## src/rtl/txh_pkg.sv

```systemverilog
package txh_pkg;
  // register select values
  localparam logic SEL_RECOV = 1'b0;
  localparam logic SEL_IRQ   = 1'b1;
  // pointer width: descriptor RAM addresses are 8 bits
  localparam int PW = 8;

  typedef enum logic {ST_RUN = 1'b0, ST_HALT = 1'b1} txh_state_e;
endpackage

```

## src/rtl/txh_rise.sv

```systemverilog
module txh_rise (
  input  logic clk,
  input  logic rst,
  input  logic lvl_i,
  output logic rise_o
);
  logic lvl_q;

  always_ff @(posedge clk) begin
    if (rst) lvl_q <= 1'b0;
    else     lvl_q <= lvl_i;
  end

  assign rise_o = lvl_i & ~lvl_q;
endmodule

```

## src/rtl/txh_curptr.sv

```systemverilog
module txh_curptr #(
  parameter int NUM_BD = 64,
  parameter int PW     = 8
) (
  input  logic          clk,
  input  logic          rst,
  input  logic          adv_i,
  input  logic          load_i,
  input  logic [PW-1:0] load_val_i,
  output logic [PW-1:0] cur_o
);
  localparam logic [PW-1:0] LAST = PW'(NUM_BD - 1);

  logic [PW-1:0] cur_q;
  logic [PW-1:0] nxt;

  always_comb begin
    nxt = (cur_q == LAST) ? '0 : cur_q + 1'b1;
  end

  always_ff @(posedge clk) begin
    if (rst)         cur_q <= '0;
    else if (load_i) cur_q <= load_val_i;
    else if (adv_i)  cur_q <= nxt;
  end

  assign cur_o = cur_q;
endmodule

```

## src/rtl/txh_regs.sv

```systemverilog
module txh_regs #(
  parameter int NUM_BD = 64,
  parameter int PW     = 8
) (
  input  logic          clk,
  input  logic          rst,
  input  logic          we_i,
  input  logic          sel_i,
  input  logic [7:0]    wdata_i,
  input  logic          err_set_i,
  input  logic [PW-1:0] err_addr_i,
  output logic [PW-1:0] rec_ptr_o,
  output logic [PW-1:0] err_ptr_o,
  output logic          txerr_o
);
  import txh_pkg::*;

  logic [PW-1:0] rec_q, err_q;
  logic          irq_q;
  logic          rec_ok;
  logic          irq_clr;

  assign rec_ok  = we_i && (sel_i == SEL_RECOV) && (int'(wdata_i) < NUM_BD);
  assign irq_clr = we_i && (sel_i == SEL_IRQ) && wdata_i[0];

  always_ff @(posedge clk) begin
    if (rst) begin
      rec_q <= '0;
      err_q <= '0;
      irq_q <= 1'b0;
    end else begin
      if (rec_ok)         rec_q <= PW'(wdata_i);
      if (err_set_i)      err_q <= err_addr_i;
      if (err_set_i)      irq_q <= 1'b1;
      else if (irq_clr)   irq_q <= 1'b0;
    end
  end

  assign rec_ptr_o = rec_q;
  assign err_ptr_o = err_q;
  assign txerr_o   = irq_q;
endmodule

```

## src/rtl/txh_ctrl.sv

```systemverilog
module txh_ctrl #(
  parameter int NUM_BD = 64,
  parameter int SW     = 8
) (
  input  logic          clk,
  input  logic          rst,
  input  logic          bd_done_i,
  input  logic          bd_last_i,
  input  logic          bd_fail_i,
  input  logic [SW-1:0] bd_status_i,
  input  logic          clr_tx_i,
  input  logic          reg_we_i,
  input  logic          reg_sel_i,
  input  logic [7:0]    reg_wdata_i,
  output logic          sts_we_o,
  output logic [7:0]    sts_addr_o,
  output logic [SW:0]   sts_data_o,
  output logic          txerr_o,
  output logic [7:0]    err_ptr_o,
  output logic [7:0]    rec_ptr_o,
  output logic [7:0]    cur_ptr_o,
  output logic          halted_o
);
  import txh_pkg::*;

  txh_state_e    st_q, st_d;
  logic          clr_rise;
  logic          run_done, fail_ev, ok_ev, release_ev;
  logic [PW-1:0] cur;
  logic [PW-1:0] rec;

  txh_rise u_rise (
    .clk   (clk),
    .rst   (rst),
    .lvl_i (clr_tx_i),
    .rise_o(clr_rise)
  );

  assign run_done   = (st_q == ST_RUN) && bd_done_i;
  assign fail_ev    = run_done && bd_fail_i;
  assign ok_ev      = run_done && !bd_fail_i;
  assign release_ev = (st_q == ST_HALT) && clr_rise;

  txh_curptr #(.NUM_BD(NUM_BD), .PW(PW)) u_cur (
    .clk       (clk),
    .rst       (rst),
    .adv_i     (ok_ev),
    .load_i    (release_ev),
    .load_val_i(rec),
    .cur_o     (cur)
  );

  txh_regs #(.NUM_BD(NUM_BD), .PW(PW)) u_regs (
    .clk       (clk),
    .rst       (rst),
    .we_i      (reg_we_i),
    .sel_i     (reg_sel_i),
    .wdata_i   (reg_wdata_i),
    .err_set_i (fail_ev),
    .err_addr_i(cur),
    .rec_ptr_o (rec),
    .err_ptr_o (err_ptr_o),
    .txerr_o   (txerr_o)
  );

  always_comb begin
    st_d = st_q;
    unique case (st_q)
      ST_RUN:  if (fail_ev)    st_d = ST_HALT;
      ST_HALT: if (release_ev) st_d = ST_RUN;
      default: st_d = ST_RUN;
    endcase
  end

  always_ff @(posedge clk) begin
    if (rst) st_q <= ST_RUN;
    else     st_q <= st_d;
  end

  // registered descriptor status write port
  always_ff @(posedge clk) begin
    if (rst) begin
      sts_we_o   <= 1'b0;
      sts_addr_o <= '0;
      sts_data_o <= '0;
    end else begin
      sts_we_o <= fail_ev || (ok_ev && bd_last_i);
      if (run_done) begin
        sts_addr_o <= cur;
        sts_data_o <= {bd_fail_i, bd_status_i};
      end
    end
  end

  assign halted_o  = (st_q == ST_HALT);
  assign cur_ptr_o = cur;
  assign rec_ptr_o = rec;
endmodule

```

## config.mk

```make
export PLATFORM = sky130hd
export DESIGN_NAME = txh_ctrl
export DESIGN_NICKNAME = d
export VERILOG_FILES = /design/src/rtl/txh_pkg.sv /design/src/rtl/txh_rise.sv /design/src/rtl/txh_curptr.sv /design/src/rtl/txh_regs.sv /design/src/rtl/txh_ctrl.sv
export SDC_FILE = /design/constraint.sdc
export NUM_CORES = 1
export LEC_CHECK = 0
export BUFFER_PORTS_ARGS = -buffer_cell sky130_fd_sc_hd__buf_2
export CORE_MARGIN = 8
export CORE_UTILIZATION = 35
export DETAILED_ROUTE_END_ITERATION = 8
export GPL_TIMING_DRIVEN = 1
export PLACE_DENSITY_LB_ADDON = 0.1
export SYNTH_ARGS = -nofsm -noshare
export SYNTH_HDL_FRONTEND = slang
export SYNTH_SLANG_ARGS = --single-unit
```

## constraint.sdc

```tcl
create_clock -name clk -period 1.8 [get_ports clk]
set_input_delay 0.27 -clock clk [delete_from_list [all_inputs] [get_ports clk]]
set_output_delay 0.27 -clock clk [all_outputs]
set_load 0.005 [all_outputs]
```

# Word-level counts from Yosys, hierarchy flattened
# Cells that the tools add are included.
# word_totals
reg_bits	45
latch_bits	0
ramBits	0
rom_bits	0
input_bits	24
out_inout_bits	44
wordCells	37
n_memories	0
# classes
add_sub_neg	1
n_mul	0
div	0
n_lt_le_gt_ge	1
eq_ne	1
shifts	0
n_mux	8
bitwise_logic	4
n_reduce_logical	13
# ops
cell	count
$mux 8	3
$logic_and 1x1->1	9
$add 8x1->8 const B	1
$eq 8x6->1 const B	1
$lt 8x7->1 const B	1
$mux 1	4
$reduce_bool 2->1	2
$not 1->1	3
$pmux 1 s2	1
$and 1x1->1	1
$logic_not 1->1	1
$logic_or 1x1->1	1

# Longest topological paths before layout
# logic_depth
ltp_word	5
ltp_mapped	6
depth_no_buf	4

# Cells and area by module
# Synthesis repeated with hierarchy kept, for this count alone.
# hier_totals
hier_cells	207
area_unflattened_um2	2117.0
# by_module_without_submodules
module	instances	cells_per_inst	area_each_um2	seq_area_each_um2
txh_ctrl	1	86	899.6	380.4
txh_regs	1	61	675.6	340.3
txh_curptr	1	57	494.2	160.2
txh_rise	1	3	47.5	20.0

# Least setup slack after synthesis
# Ideal clock, no wire load.
# synth_timing
path_type	register to register
from	register u_cur.cur_q[0] (netlist: u_cur.cur_o[0])
to	register u_cur.cur_q[6] (netlist: u_cur.cur_o[6])
setup_time_ns	0.074
arrival_ns	1.276
required_ns	1.726
path_slack_ns	0.450
path_stages_with_launch	5
path_buffers	0
synth_period_minus_slack_ns	1.350
path_cell_list	dfxtp_1 > ha_1 > nand3_1 > or3b_1 > a31oi_1
# synth_between
elab_chain_len	4
# synth_rtl
element	line_no	source
from (decl)	txh_curptr.sv:14	logic [PW-1:0] cur_q;
from (signal assigned)	txh_curptr.sv:23	else if (load_i) cur_q <= load_val_i;
from (signal assigned)	txh_curptr.sv:24	else if (adv_i) cur_q <= nxt;
$add 8x1->8 / $eq 8x6->1 (equally long branches)	txh_curptr.sv:18	nxt = (cur_q == LAST) ? '0 : cur_q + 1'b1;
$mux 8 (*)	txh_curptr.sv:18	
$mux 8 (*)	txh_curptr.sv:24	
$mux 8 (*)	txh_curptr.sv:23	
# Mark *: on every way between the ends. The rest lies on a longest branch, timed or not. The select of a mux whose other input is x is not followed.
# A chain may end at the register's enable or synchronous reset.

# Final worst setup path
# layout_timing
from	register u_cur.cur_q[3] (netlist: u_cur.cur_o[3])
to	register u_cur.cur_q[7] (netlist: u_cur.cur_o[7])
# The elaborated chain is that of the path after synthesis.

==> results.yml <==
logic_synthesis:
  synth.net_count: 225
  ys_ff_latch: 45
  syn_inst: 200
  syn_area_um2: 1770
  ys_warn_count: 0
  yosysUniqueCellTypes: 33
  synth_area_per_cell_um2: 8.852
  ys_seq_area_frac: 0.5088
floorplan:
  die_y_um: 87.12
  core_um2: 5010
  dieArea_um2: 7590
  die_w_um: 87.12
  rows: 26
  initial_core_util: 0.3534
  ios: 68
final_layout:
  final_cell_mix: "buf_2 (67), dfxtp_1 (45), nand2_1 (43)"
  drive_gt1_frac: 0.3272
  fin_nets: 296
  layout_commonest_cell: "buf_2"
  post-route-util: 0.4665
  final_cell_count_no_fill: 342
  final_area_um2: 2337
  antennaDiodeCount: 0
  area_growth_pct: 32.01
worst_setup_path:
  rrSetupSlack_ps: 290
  crit_chain: "and4_4 > nand4_1 > or3_1 > a31oi_1"
  cp_num_buf_inv: 0
  worstSetupEndpointType: "flop"
  rr_worst_depth: 4
  cpMaxStageDelayCell: "dfxtp_1"
  worstPathMaxFanout: 9
  critical_path.startpoint: "u_cur.cur_o[3]$_SDFFE_PP0P_"
  reg2reg_from: "u_cur.cur_o[3]$_SDFFE_PP0P_"
  start_kind: "flop"
  critPathArrivalTime_ps: 1740
  required_ps: 2020
  r2r_end: "u_cur.cur_o[7]$_SDFFE_PP0P_"
  path_class: "flop to flop"
  slowest_delay_ps: 530
  cpLargestDelayFamily: "simple AND/OR/NAND/NOR gates"
clock_tree:
  h-tree-depth: 2
  cts.path.max_buffers: 2
  cts_buffers: 5
  ctsHoldBuffers: 0
  cts_tree: "yes"
  cts_resized: 0
  clk_pin_slew_worst_paths_ps: 80
  clock_latency_ps: 290
  cts.sinks: 45
  root_buffer: "clkbuf_8"
  postCtsSetupBuffers: 0
hold_path:
  hold_depth: 3
  worstHoldStart: "bd_status_i[0]"
  holdPathEnd: "sts_data_o[0]$_SDFFE_PP0N_"
  hold_path.class: "input port to flop"
place:
  globalplace.congestion: 0.8060
  dp.cells: 334
  port_buffers: 67
  placed_area_um2: 2203
  hpwl_um: 3551
timing:
  fmax_mhz: 661.2
  clock_skew_ps: 5.347
  post-route-min-period_ps: 1512
  hold_viol_final: 0
  relSlewSlack: 0.5752
  period_share: 0.8403
  finalSetupViolCount: 0
  tightest_slew_ps: 634.6
  timing.hold.ws_ps: 202.8
  rsz0062_at_grt: "false"
  finalMaxSlewViolations: 0
  finalSetupTns_ps: 0
drt:
  dr_total_vias: 1581
  drc_errors: 0
  wl_um: 4665
  ant_nets: 0
  drt-initial-drc-count: 82
  vias_per_cell: 4.623
  firstDrtPassIters: 4
  post_drt_wl_per_cell_um: 13.64
power_and_ir_drop:
  swShare: 0.2138
  vdd_drop_max_v: 0.0004642
  power_density_nw_per_um2: 899.6
  p_switching_uw: 449.6
  p_leak_uw: 0.001078
  p_seq_frac: 0.492
  p_clk_frac: 0.421
  p_comb_frac: 0.087
  p_int_uw: 1653
global_routing:
  grtUsageTotal: 0.1264
  grt_pass1_wl_um: 7672
  grt_pass1_vias: 1603
  gr-total-overflow: 0
  antenna_found_initial: 0
  grt_max_degree: 19
run_status:
  status: "finished, final reports clean"
run:
  cap_viol_max_count: 0
[power by group through the flow]
stage                     clock network, µW  logic (µW)  registers (µW)
after floorplan                           0        91.8            1060
after global placement                    0         185            1060
after detailed placement                  0         187            1060
after CTS                               912         187            1040
after global routing                    945         205            1040
final                                   885         182            1040
[state kept, by name, indices dropped and copies added, names as in the netlist]
signal,flops
u_regs.rec_ptr_o,8
sts_we_o,1
u_regs.err_ptr_o,8
u_regs.txerr_o,1
halted_o,1
u_cur.cur_o,8
u_rise.lvl_q,1
sts_data_o,9
sts_addr_o,8
[metrics by stage]
step | power, µW | setup slack, ps
finish | 2103 | 287.5
global route | 2189 | 158.4
CTS | 2134 | 273.9
detailed placement | 1246 | 281.7
global placement | 1244 | 287.2
floorplan | 1156 | 449.7
[worst register-to-register path, stage by stage (launching register included)]
cell	delay, ps
dfxtp_1	530
and4_4	310
nand4_1	120
or3_1	370
a31oi_1	130
[metal layers]
layer	GRT usage	share of wire	vias to the layer above
li1	-	-	824
met1	0.1525	0.46	711
met2	0.2047	0.46	42
met4	0.04375	0.0066	0
met5	0	0	-
met3	0.04151	0.074	4
[synth_stat cells (all sizes together)]
library cell	n	share of area
nand2b	2	0.0071
nand2	43	0.091
a22oi	2	0.0085
inv	1	0.0021
nand3	5	0.014
o21a	1	0.0042
and4	1	0.0064
a32oi	1	0.0049
nor2b	1	0.0035
clkbuf	6	0.013
and2	2	0.0071
xnor2	1	0.0049
a222oi	1	0.0057
o21ai	4	0.011
buf	7	0.024
a31oi	5	0.018
nand3b	1	0.0042
a2bb2oi	1	0.0049
nor4b	1	0.013
nor3b	1	0.011
nand4	1	0.0035
a311oi	1	0.0049
nor2	22	0.047
dfxtp	45	0.51
ha	1	0.0071
or3	2	0.0071
nor3	2	0.0057
and3b	1	0.0049
a21oi	22	0.062
or3b	2	0.011
mux2i	14	0.079
[cells by family (layout without fill, tap and decap cells)]
group                      Yosys count  count (layout)  synth area share
muxes                               14              14           0.07915
adders and majority gates            1               1          0.007066
and+or+nand+nor                     87              87            0.2367
AOI/OAI and AO/OA                   38              38            0.1244
xor gates and xnor gates             1               1          0.004948
DFF                                 45              45            0.5088
buffers and inverters               14              86           0.03887
[how the worst max path moves through the flow]
stage | end | cells past startpoint
detailed placement | u_cur.cur_o[6]$_SDFFE_PP0P_ | 4
finish | u_cur.cur_o[7]$_SDFFE_PP0P_ | 4
global placement | u_cur.cur_o[7]$_SDFFE_PP0P_ | 4
floorplan | u_cur.cur_o[6]$_SDFFE_PP0P_ | 4
global route | u_cur.cur_o[6]$_SDFFE_PP0P_ | 4
CTS | u_cur.cur_o[7]$_SDFFE_PP0P_ | 4
[cell type report]
| class | count | area, µm² |
|---|---|---|
| multi-input combinational | 141 | 800.8 |
| fill | 545 | 2673 |
| timing repair buffer | 77 | 410.4 |
| clock inverter | 3 | 65.06 |
| inverter | 1 | 3.754 |
| tap | 70 | 87.58 |
| clock buffer | 5 | 68.82 |
| sequential | 45 | 900.9 |
(Power assumes the default switching activity.)
